File: src/rtl/pfd_edge.sv
module pfd_edge #(
  parameter int CLR_DLY  = 2,
  parameter int LOCK_N   = 4,
  parameter int LOCK_WIN = 1,
  parameter int GAP_W    = 8
) (
  input  logic clk,
  input  logic rst_n,
  input  logic ref_in,
  input  logic fb_in,
  output logic pump_up,
  output logic pump_dn,
  output logic drive_en,
  output logic phi_r_n,
  output logic phi_v_n,
  output logic lock
);
  localparam int CLR_W = $clog2(CLR_DLY + 1);
  localparam int LK_W  = $clog2(LOCK_N + 1);

  logic             ref_d, fb_d, up_q, dn_q;
  logic [CLR_W-1:0] clr_cnt;
  logic [GAP_W-1:0] gap;
  logic [LK_W-1:0]  hits;

  logic ref_rise, fb_rise, both, clr, match;
  assign ref_rise = ref_in & ~ref_d;
  assign fb_rise  = fb_in & ~fb_d;
  assign both     = up_q & dn_q;
  assign clr      = both && (clr_cnt == CLR_W'(CLR_DLY - 1));
  assign match    = gap <= GAP_W'(LOCK_WIN);

  always_ff @(posedge clk) begin
    if (!rst_n) begin
      ref_d   <= 1'b0;
      fb_d    <= 1'b0;
      up_q    <= 1'b0;
      dn_q    <= 1'b0;
      clr_cnt <= '0;
      gap     <= '0;
      hits    <= '0;
    end else begin
      ref_d   <= ref_in;
      fb_d    <= fb_in;
      up_q    <= clr ? ref_rise : (up_q | ref_rise);
      dn_q    <= clr ? fb_rise  : (dn_q | fb_rise);
      clr_cnt <= (both && !clr) ? clr_cnt + 1'b1 : '0;
      if (clr)
        gap <= '0;
      else if ((up_q ^ dn_q) && gap != '1)
        gap <= gap + 1'b1;
      if (clr)
        hits <= !match ? '0 : (hits == LK_W'(LOCK_N)) ? hits : hits + 1'b1;
    end
  end

  assign pump_up  = up_q & ~dn_q;
  assign pump_dn  = dn_q & ~up_q;
  assign drive_en = pump_up | pump_dn;
  assign phi_r_n  = ~up_q;
  assign phi_v_n  = ~dn_q;
  assign lock     = hits == LK_W'(LOCK_N);

  assert_edge_sets_up_R1: assert property (@(posedge clk) disable iff (!rst_n)
    ref_rise |=> !phi_r_n);
  assert_no_edge_no_set_R1: assert property (@(posedge clk) disable iff (!rst_n)
    (!ref_rise && phi_r_n) |=> phi_r_n);
  assert_up_shape_R2: assert property (@(posedge clk) disable iff (!rst_n)
    pump_up |-> (!phi_r_n && phi_v_n && drive_en));
  assert_dn_shape_R3: assert property (@(posedge clk) disable iff (!rst_n)
    pump_dn |-> (!phi_v_n && phi_r_n && drive_en));
  assert_idle_coincide_R8: assert property (@(posedge clk) disable iff (!rst_n)
    !drive_en |-> (phi_r_n == phi_v_n));
  assert_lock_rise_R9: assert property (@(posedge clk) disable iff (!rst_n)
    $rose(lock) |-> $past(clr && match));
  assert_lock_fall_R10: assert property (@(posedge clk) disable iff (!rst_n)
    $fell(lock) |-> $past(clr && !match));
endmodule

File: config.mk
export PLATFORM = sky130hd
export DESIGN_NAME = pfd_edge
export DESIGN_NICKNAME = d
export VERILOG_FILES = /design/src/rtl/pfd_edge.sv
export SDC_FILE = /design/constraint.sdc
export NUM_CORES = 1
export LEC_CHECK = 0
export BUFFER_PORTS_ARGS = -buffer_cell sky130_fd_sc_hd__buf_2
export CORE_MARGIN = 5
export CORE_UTILIZATION = 50
export CTS_CLUSTER_SIZE = 25
export DETAILED_ROUTE_END_ITERATION = 8
export PLACE_DENSITY_LB_ADDON = 0.05
export SLEW_MARGIN = 20
export SYNTH_ARGS = -nofsm -noshare
export SYNTH_HDL_FRONTEND = slang
export SYNTH_SLANG_ARGS = --single-unit
File: constraint.sdc
create_clock -name clk -period 2.14 [get_ports clk]
set_clock_uncertainty 0.05 [all_clocks]
set_input_delay 0 -clock clk [delete_from_list [all_inputs] [get_ports clk]]
set_output_delay 0 -clock clk [all_outputs]
set_load 0.005 [all_outputs]
## Word level (Yosys, flattened, before mapping)

Index checks and enable logic that the tools add are counted.

- ROM bits: 0
- Logic and storage cells: 40
- Input port bits: 4
- Output and inout port bits: 6
- Register bits: 17
- Memories kept: 0
- Bits in latches: 0
- Bits in writable memories: 0

- Multiply operators: 0
- $add $sub $neg: 3
- Divide/modulo/power cells: 0
- Reduce and logical (&&, ||, !) cells: 7
- Equality and inequality tests: 4
- Bitwise logic cells: 14
- Muxes and demuxes: 4
- $lt $le $gt $ge: 1
- Shift operators: 0

Operator list:

| kind | number |
|---|---|
| 8-bit by 1-bit adder with 8-bit output, second input constant | 1 |
| 8-bit by 1-bit less-or-equal comparator with 1-bit output, second input constant | 1 |
| 8-bit inequality test, second input constant | 1 |
| 3-bit two-way mux | 2 |
| 1-bit AND | 5 |
| 1-bit NOT | 5 |
| 2-bit AND reduction | 2 |
| 3-bit by 1-bit adder with 3-bit output, second input constant | 1 |
| 3-bit equality test, second input constant | 1 |
| 1-bit logical AND | 3 |
| 1-bit OR | 3 |
| 2-bit by 1-bit adder with 2-bit output, second input constant | 1 |
| 2-bit by 1-bit equality test with 1-bit output, second input constant | 1 |
| 1-bit two-way mux | 2 |
| 2-bit inequality test, second input constant | 1 |
| 2-bit OR reduction | 1 |
| 1-bit logical NOT | 1 |
| 1-bit XOR | 1 |

## Logic depth before layout (Yosys ltp)

Gate-level depths: netlist of the first run.

- Depth in word-level cells: 5
- Mapped depth: 5
- Gate-level depth less buffers: 5

## Least setup slack after synthesis of the first run

Ideal clock, no wire load.

- Kind: reg-to-reg
- From: reg gap[0]
- To: reg gap[7]
- Data arrival time: 1.489 ns
- Cell stages (with the launch flop): 6
- Slack: 0.531 ns
- Setup time: 0.070 ns
- Period minus slack after synthesis: 1.609 ns
- Required time: 2.020 ns
- Path through: dfxtp_1 > ha_1 > and4_1 > buf_2 > or4_1 > a21oi_1

- Longest elaborated chain between the ends: 2
- Elaborated cells between the ends (all ways): 3
- Classes of those cells: add/sub: 1; eq/ne: 1; reduce/logical: 1

RTL lines:

| what | line | text |
|---|---|---|
| start, declared | 23 | `logic [GAP_W-1:0] gap;` |
| start signal, assigned | 51 | `gap <= gap + 1'b1;` |
| parallel branches: the longest is 2 deep, another holds 8-bit by 1-bit adder with 8-bit output | n/a |  |

Parallel ways; which one is timed is not known.
A chain may end at the register's enable or synchronous reset.

## Final worst setup path of the first run

- From: reg up_q
- To: reg gap[7]

- Longest elaborated chain between the ends: 3
- Elaborated cells between the ends (all ways): 5
- Classes of those cells: bitwise: 2; reduce/logical: 3

RTL lines:

| what | line | text |
|---|---|---|
| start, declared | 21 | `logic ref_d, fb_d, up_q, dn_q;` |
| start signal, assigned | 45 | `up_q <= clr ? ref_rise : (up_q \| ref_rise);` |
| 1-bit AND | 29 | `assign both = up_q & dn_q;` |
| 1-bit logical AND | 30 | `assign clr = both && (clr_cnt == CLR_W'(CLR_DLY - 1));` |
| 2-bit OR reduction (no line) | n/a |  |

Parallel ways exist; a longest one is shown, timed or not.

==> flow_summary.json, run 1 <==
{
  "crit_chain": "inv_1 > ha_1 > nand4b_1 > or4_1 > a21oi_1",
  "antenna_found_initial": 0,
  "outcome": "complete, no violations",
  "vias": 752,
  "routed_via_density": 5.78,
  "slowest_delay_ns": 0.43,
  "drt_iter0_markers": 8,
  "crit_family": "simple AND/OR/NAND/NOR gates",
  "ys_types": 34,
  "insertion_delay_ns": 0.28,
  "core_area_um2": 1690,
  "hpwlAfterDp_mm": 1.36,
  "synth_commonest_cells": "dfxtp_1 (17), inv_1 (11), nand2_1 (11)",
  "grt_start_max_net_pins": 10,
  "syn2layout_area_growth_pct": 15.8,
  "placedInstanceArea_um2": 933,
  "synth.most_common_cell": "dfxtp_1",
  "port_buffers": 9,
  "grt_usage_pct": 15.4,
  "rsz0062_at_grt": "false",
  "cts_sinks": 17,
  "clock.fmax_ghz": 0.571,
  "num_io_pins": 10,
  "finalCritPeriodShare_pct": 81.9,
  "rows": 15,
  "critPathMaxFanout": 6,
  "endpoint_kind": "flip-flop",
  "synth-seq-area-share_pct": 39.0,
  "fin_util_pct": 59.8,
  "setup_viol": 0,
  "ys_seq_elements": 17,
  "cp_data_required_time_ns": 2.31,
  "syn_nets": 109,
  "ant_nets": 0,
  "clkTransAtPathRegs_ns": 0.09,
  "dieArea_um2": 2680,
  "cts-resized-gates": 0,
  "fillers": 158,
  "globalRouteOverflowTotal": 0,
  "wl_mm": 1.82,
  "h-tree-depth": 1,
  "seq_area_um2": 340,
  "cts_root_buf": "clkbuf_4",
  "fp.dieH_um": 51.8,
  "maxSlewHeadroom_pct": 54.8,
  "worst_pin_slew_ns": 0.673,
  "diodes": 0,
  "fin_nets": 127,
  "cap_viol_max_count": 0,
  "drc": 0,
  "ff2ff_setup_slack_ns": 0.39,
  "netlist_instances": 96,
  "drt_pass1_iterations": 4,
  "hold_class": "flip-flop to flip-flop",
  "post_synth_instance_area_um2": 872,
  "slowest_stage": "or4_1",
  "p_leak_nw": 0.422,
  "startpoint_type": "flip-flop",
  "synth.top_cell.area_share_pct": 39.0,
  "ys.flop_type": "dfxtp_1",
  "report.final.slew_viol_count": 0,
  "fp.dieW_um": 51.8,
  "cts_buffers": 3,
  "cp.arrival_ns": 1.92,
  "power.density_nw_per_um2": 613,
  "p_total_uw": 619,
  "avgSynthCellArea_um2": 9.08,
  "yosysWarningCount": 0,
  "grt_pass1_wl_mm": 3.08,
  "multi_input_area_um2": 485,
  "gp_congestion": 0.885,
  "hold_viol": 0,
  "layout_min_cycle_time_ns": 1.75,
  "ir_drop_mv": 0.355,
  "path_class": "flip-flop to flip-flop",
  "cts_tree": "built",
  "grt_pass1_vias": 717,
  "start_util_pct": 51.6,
  "whs_ns": 0.370,
  "synth_area_leaders": "dfxtp_1 (39%), ha_1 (13%), inv_1 (4.7%)",
  "setup_tns_ns": 0,
  "post_drt_wl_per_cell_um": 14.0,
  "async_flop_share_pct": 0,
  "synth-edff-count": 0,
  "crit_buf_inv": 1,
  "yosysTopAreaCell": "dfxtp_1",
  "drive_gt1_share_pct": 13.3,
  "fin_area_um2": 1010,
  "clock_path_buffers": 2
}
flip-flops by register name, summed over array words and instances (netlist names):
| name | cells |
|---|---|
| fb_d | 1 |
| up_q | 1 |
| gap | 8 |
| clr_cnt | 2 |
| dn_q | 1 |
| hits | 3 |
| ref_d | 1 |
repair_timing:
action / in CTS / in global routing
hold buffers: 5 / 0
buffers inserted: 0 / 0
endpoints found under the hold margin: 5 / 0
area by class of cell:
type                    instances  share of cell area, %
clock buffers                   4                   2.60
multi-input cells              67                   48.1
well taps                      17                   2.11
flip-flops and latches         17                   33.7
repair buffers                 14                   9.42
inverters                      11                   4.09
through the flow:
stage	cells	setup WS, ns
after floorplan	96	0.531
after global placement	121	0.495
after detailed placement	121	0.435
after CTS	130	0.397
after global routing	130	0.276
final	130	0.388
worst reg2reg max path: cells and delay by family (launching register included):
| kind | cells | cell delay (ns) |
|---|---|---|
| adders and majority gates | 1 | 0.35 |
| buffers and inverters | 1 | 0.08 |
| DFF | 1 | 0.38 |
| AOI/OAI and AO/OA | 1 | 0.15 |
| and+or+nand+nor | 2 | 0.67 |
routing by layer:
layer / vias to the layer above / wire [µm] / global-route usage, %
li1: 390 / - / -
met1: 348 / 885 / 18.3
met3: 4 / 49 / 2.87
met2: 10 / 846 / 26.7
met4: 0 / 34 / 6.55
met5: - / 0 / 0
cells in the final DEF (no fill, tap or decap), drive strengths merged, types with 2 or more instances in the layout:
cell	n
nand3b	2
nor3	2
dfxtp	17
o21ai	2
inv	11
o2111ai	2
o22ai	2
nor2	3
and4	2
ha	9
and4b	2
a31oi	4
a21oi	4
nand3	2
or4	2
dlygate4sd3	5
o211ai	2
mux2i	2
clkbuf	4
buf	9
nand2	11
where the power goes:
| part | internal [mW] | switching, mW | total (mW) |
|---|---|---|---|
| combinational | 0.0496 | 0.0560 | 0.106 |
| clock | 0.0724 | 0.0947 | 0.167 |
| sequential | 0.331 | 0.0161 | 0.347 |
| total | 0.453 | 0.167 | 0.619 |
logic make-up (layout without fill, tap and decap cells):
group	after synthesis	in the layout	share of synthesized area (%)
buf+inv	12	29	5.31
compound gates	21	21	16.1
fa+ha+maj	9	9	12.9
flops	17	17	39.0
mux	3	3	3.59
simple gates	34	34	23.1
path summary, 6_finish.rpt:
kind                                      start             endpoint  depth (start not counted)
worst max-delay path            up_q$_SDFF_PN0_  gap[7]$_SDFFE_PP0P_                          5
worst min register to register  fb_d$_SDFF_PN0_      dn_q$_SDFF_PN0_                          1
worst max register to register  up_q$_SDFF_PN0_  gap[7]$_SDFFE_PP0P_                          5
worst min-delay path            fb_d$_SDFF_PN0_      dn_q$_SDFF_PN0_                          1
No activity file was read; power rests on OpenSTA's default activity.
==> inputs of run 2 (changes only) <==
Settings changed: CORE_UTILIZATION 50 to 49.
Clock period 2.14 ns to 1.47 ns, I/O delays scaled along.
==> flow_summary.json, run 2 (synthesis gave the netlist of run 1 again) <==
{
  "outcome": "finished, violations left",
  "violations": "setup timing",
  "rsz0062_at_grt": "true",
  "stdcell_count": 155,
  "insertion_delay_ns": 0.30,
  "clock.fmax_ghz": 0.680,
  "met1_usage_pct": 22.6,
  "power_frac_seq_pct": 51.0,
  "cp-startpoint": "hits[1]$_SDFFE_PN0P_",
  "antenna_found_initial": 0,
  "power.density_nw_per_um2": 784,
  "cts_buffers": 3,
  "ant_nets": 0,
  "hold_class": "flip-flop to flip-flop",
  "diodes": 0,
  "crit_chain": "inv_2 > ha_4 > and2_4 > or4_1 > o211ai_1",
  "setup_viol": 1,
  "maxSlewHeadroom_pct": 79.2,
  "num_io_pins": 10,
  "globalRouteOverflowTotal": 0,
  "pre_cts_slack_ns": -0.0613,
  "layout_min_cycle_time_ns": 1.47,
  "hold_viol": 0,
  "ir_drop_mv": 0.548,
  "placedInstanceArea_um2": 1080,
  "cp.arrival_ns": 1.65,
  "slowest_stage": "or4_1",
  "final_cell_mix": "buf_4 (16), nand2_1 (11), dfxtp_1 (10), buf_2 (9), inv_1 (8)",
  "clkTransAtPathRegs_ns": 0.11,
  "gr-max-usage-layer": "met2",
  "drt_iter0_markers": 21,
  "power_frac_clock_pct": 26.8,
  "h-tree-depth": 1,
  "p_leak_nw": 0.513,
  "clock_path_buffers": 2,
  "path_class": "flip-flop to flip-flop",
  "endpoint_kind": "flip-flop",
  "startpoint_type": "flip-flop",
  "top_register": "gap",
  "drt_pass1_iterations": 4,
  "cts_sinks": 17,
  "power.internal_uw": 699,
  "post_drt_wl_per_cell_um": 13.3,
  "fin_area_um2": 1260,
  "cts_tree": "built",
  "grt_use_met2_pct": 28.5,
  "wl_mm": 2.06,
  "fp.dieH_um": 52.2,
  "crit_family": "simple AND/OR/NAND/NOR gates",
  "grt_usage_pct": 17.8,
  "start_util_pct": 51.1,
  "largest_reg_flops": 8,
  "drive_gt1_share_pct": 42.3,
  "vias": 869,
  "place_inst": 143,
  "cp_data_required_time_ns": 1.65,
  "final_common_cell": "buf_4",
  "dieArea_um2": 2720,
  "critPathMaxFanout": 3,
  "power.switching_uw": 290,
  "gp_congestion": 0.888,
  "finalCritPeriodShare_pct": 100,
  "report.final.slew_viol_count": 0,
  "setup_ws_ns": -0.00149,
  "rows": 15,
  "reg2reg_from": "hits[1]$_SDFFE_PN0P_",
  "syn2layout_area_growth_pct": 44.5,
  "grt_start_max_net_pins": 11,
  "grt_pass1_wl_mm": 3.54,
  "worstHoldStart": "fb_d$_SDFF_PN0_",
  "slowest_delay_ns": 0.46,
  "met3_usage_pct": 1.71,
  "cap_viol_max_count": 0,
  "swShare_pct": 29.3,
  "p_comb_share_pct": 22.2,
  "cts_root_buf": "clkbuf_4",
  "core_area_um2": 1710,
  "hpwlAfterDp_mm": 1.46,
  "fin_util_pct": 73.8,
  "setup_tns_ns": -0.00149,
  "largestRegisters": "gap (8), hits (3), clr_cnt (2)",
  "crit_buf_inv": 1,
  "drc": 0,
  "worst_pin_slew_ns": 0.312,
  "fp.dieW_um": 52.2,
  "grt_pass1_vias": 819,
  "port_buffers": 9,
  "fin_nets": 144,
  "routed_via_density": 5.61
}
run 2: cell types whose count changed in the layout (fill, tap and decap cells not counted), moves of 4 or more:
| cell | delta |
|---|---|
| dfxtp_2 | +7 |
| ha_4 | +4 |
| buf_4 | +16 |
| dfxtp_1 | -7 |
| ha_1 | -5 |
run 2: power by group through the flow:
stage | Clock (mW) | Sequential, mW | Combinational (mW)
final | 0.265 | 0.504 | 0.219
after global routing | 0.300 | 0.507 | 0.242
after CTS | 0.269 | 0.504 | 0.208
after detailed placement | 0 | 0.513 | 0.193
after global placement | 0 | 0.511 | 0.191
after floorplan | 0 | 0.516 | 0.110
run 2: path summary, 6_finish.rpt:
kind	end	slack [ns]	cells past startpoint
worst min register to register	dn_q$_SDFF_PN0_	0.36	1
worst max register to register	hits[0]$_SDFFE_PN0P_	-0.001	5
worst min-delay path	dn_q$_SDFF_PN0_	0.36	1
worst max-delay path	hits[0]$_SDFFE_PN0P_	-0.001	5
run 2: timing repair:
action	CTS	global route
setup endpoints to repair	6	7
endpoints found under the hold margin	8	0
resized for setup	12	10
buffers inserted	0	3
hold buffers	5	0
pin swaps	2	4
run 2: area by class of cell:
type / count / area (µm²)
repair buffers: 31 / 226
flip-flops and latches: 17 / 349
well taps: 25 / 31.3
fillers: 122 / 448
inverters: 11 / 41.3
clock inverters: 1 / 5.00
multi-input cells: 67 / 584
clock buffers: 3 / 22.5
run 2: stage by stage:
| stage | total power, mW | hold slack, ns |
|---|---|---|
| after floorplan | 0.626 | 0.0627 |
| after global placement | 0.702 | 0.155 |
| after detailed placement | 0.706 | 0.163 |
| after CTS | 0.981 | 0.367 |
| after global routing | 1.05 | 0.376 |
| final | 0.988 | 0.363 |
run 2: per-layer routing:
layer  part of all wire, %  up-vias
met4                   2.5        0
met2                    47       29
li1                      -      426
met5                     0        -
met1                    46      410
met3                   4.8        4
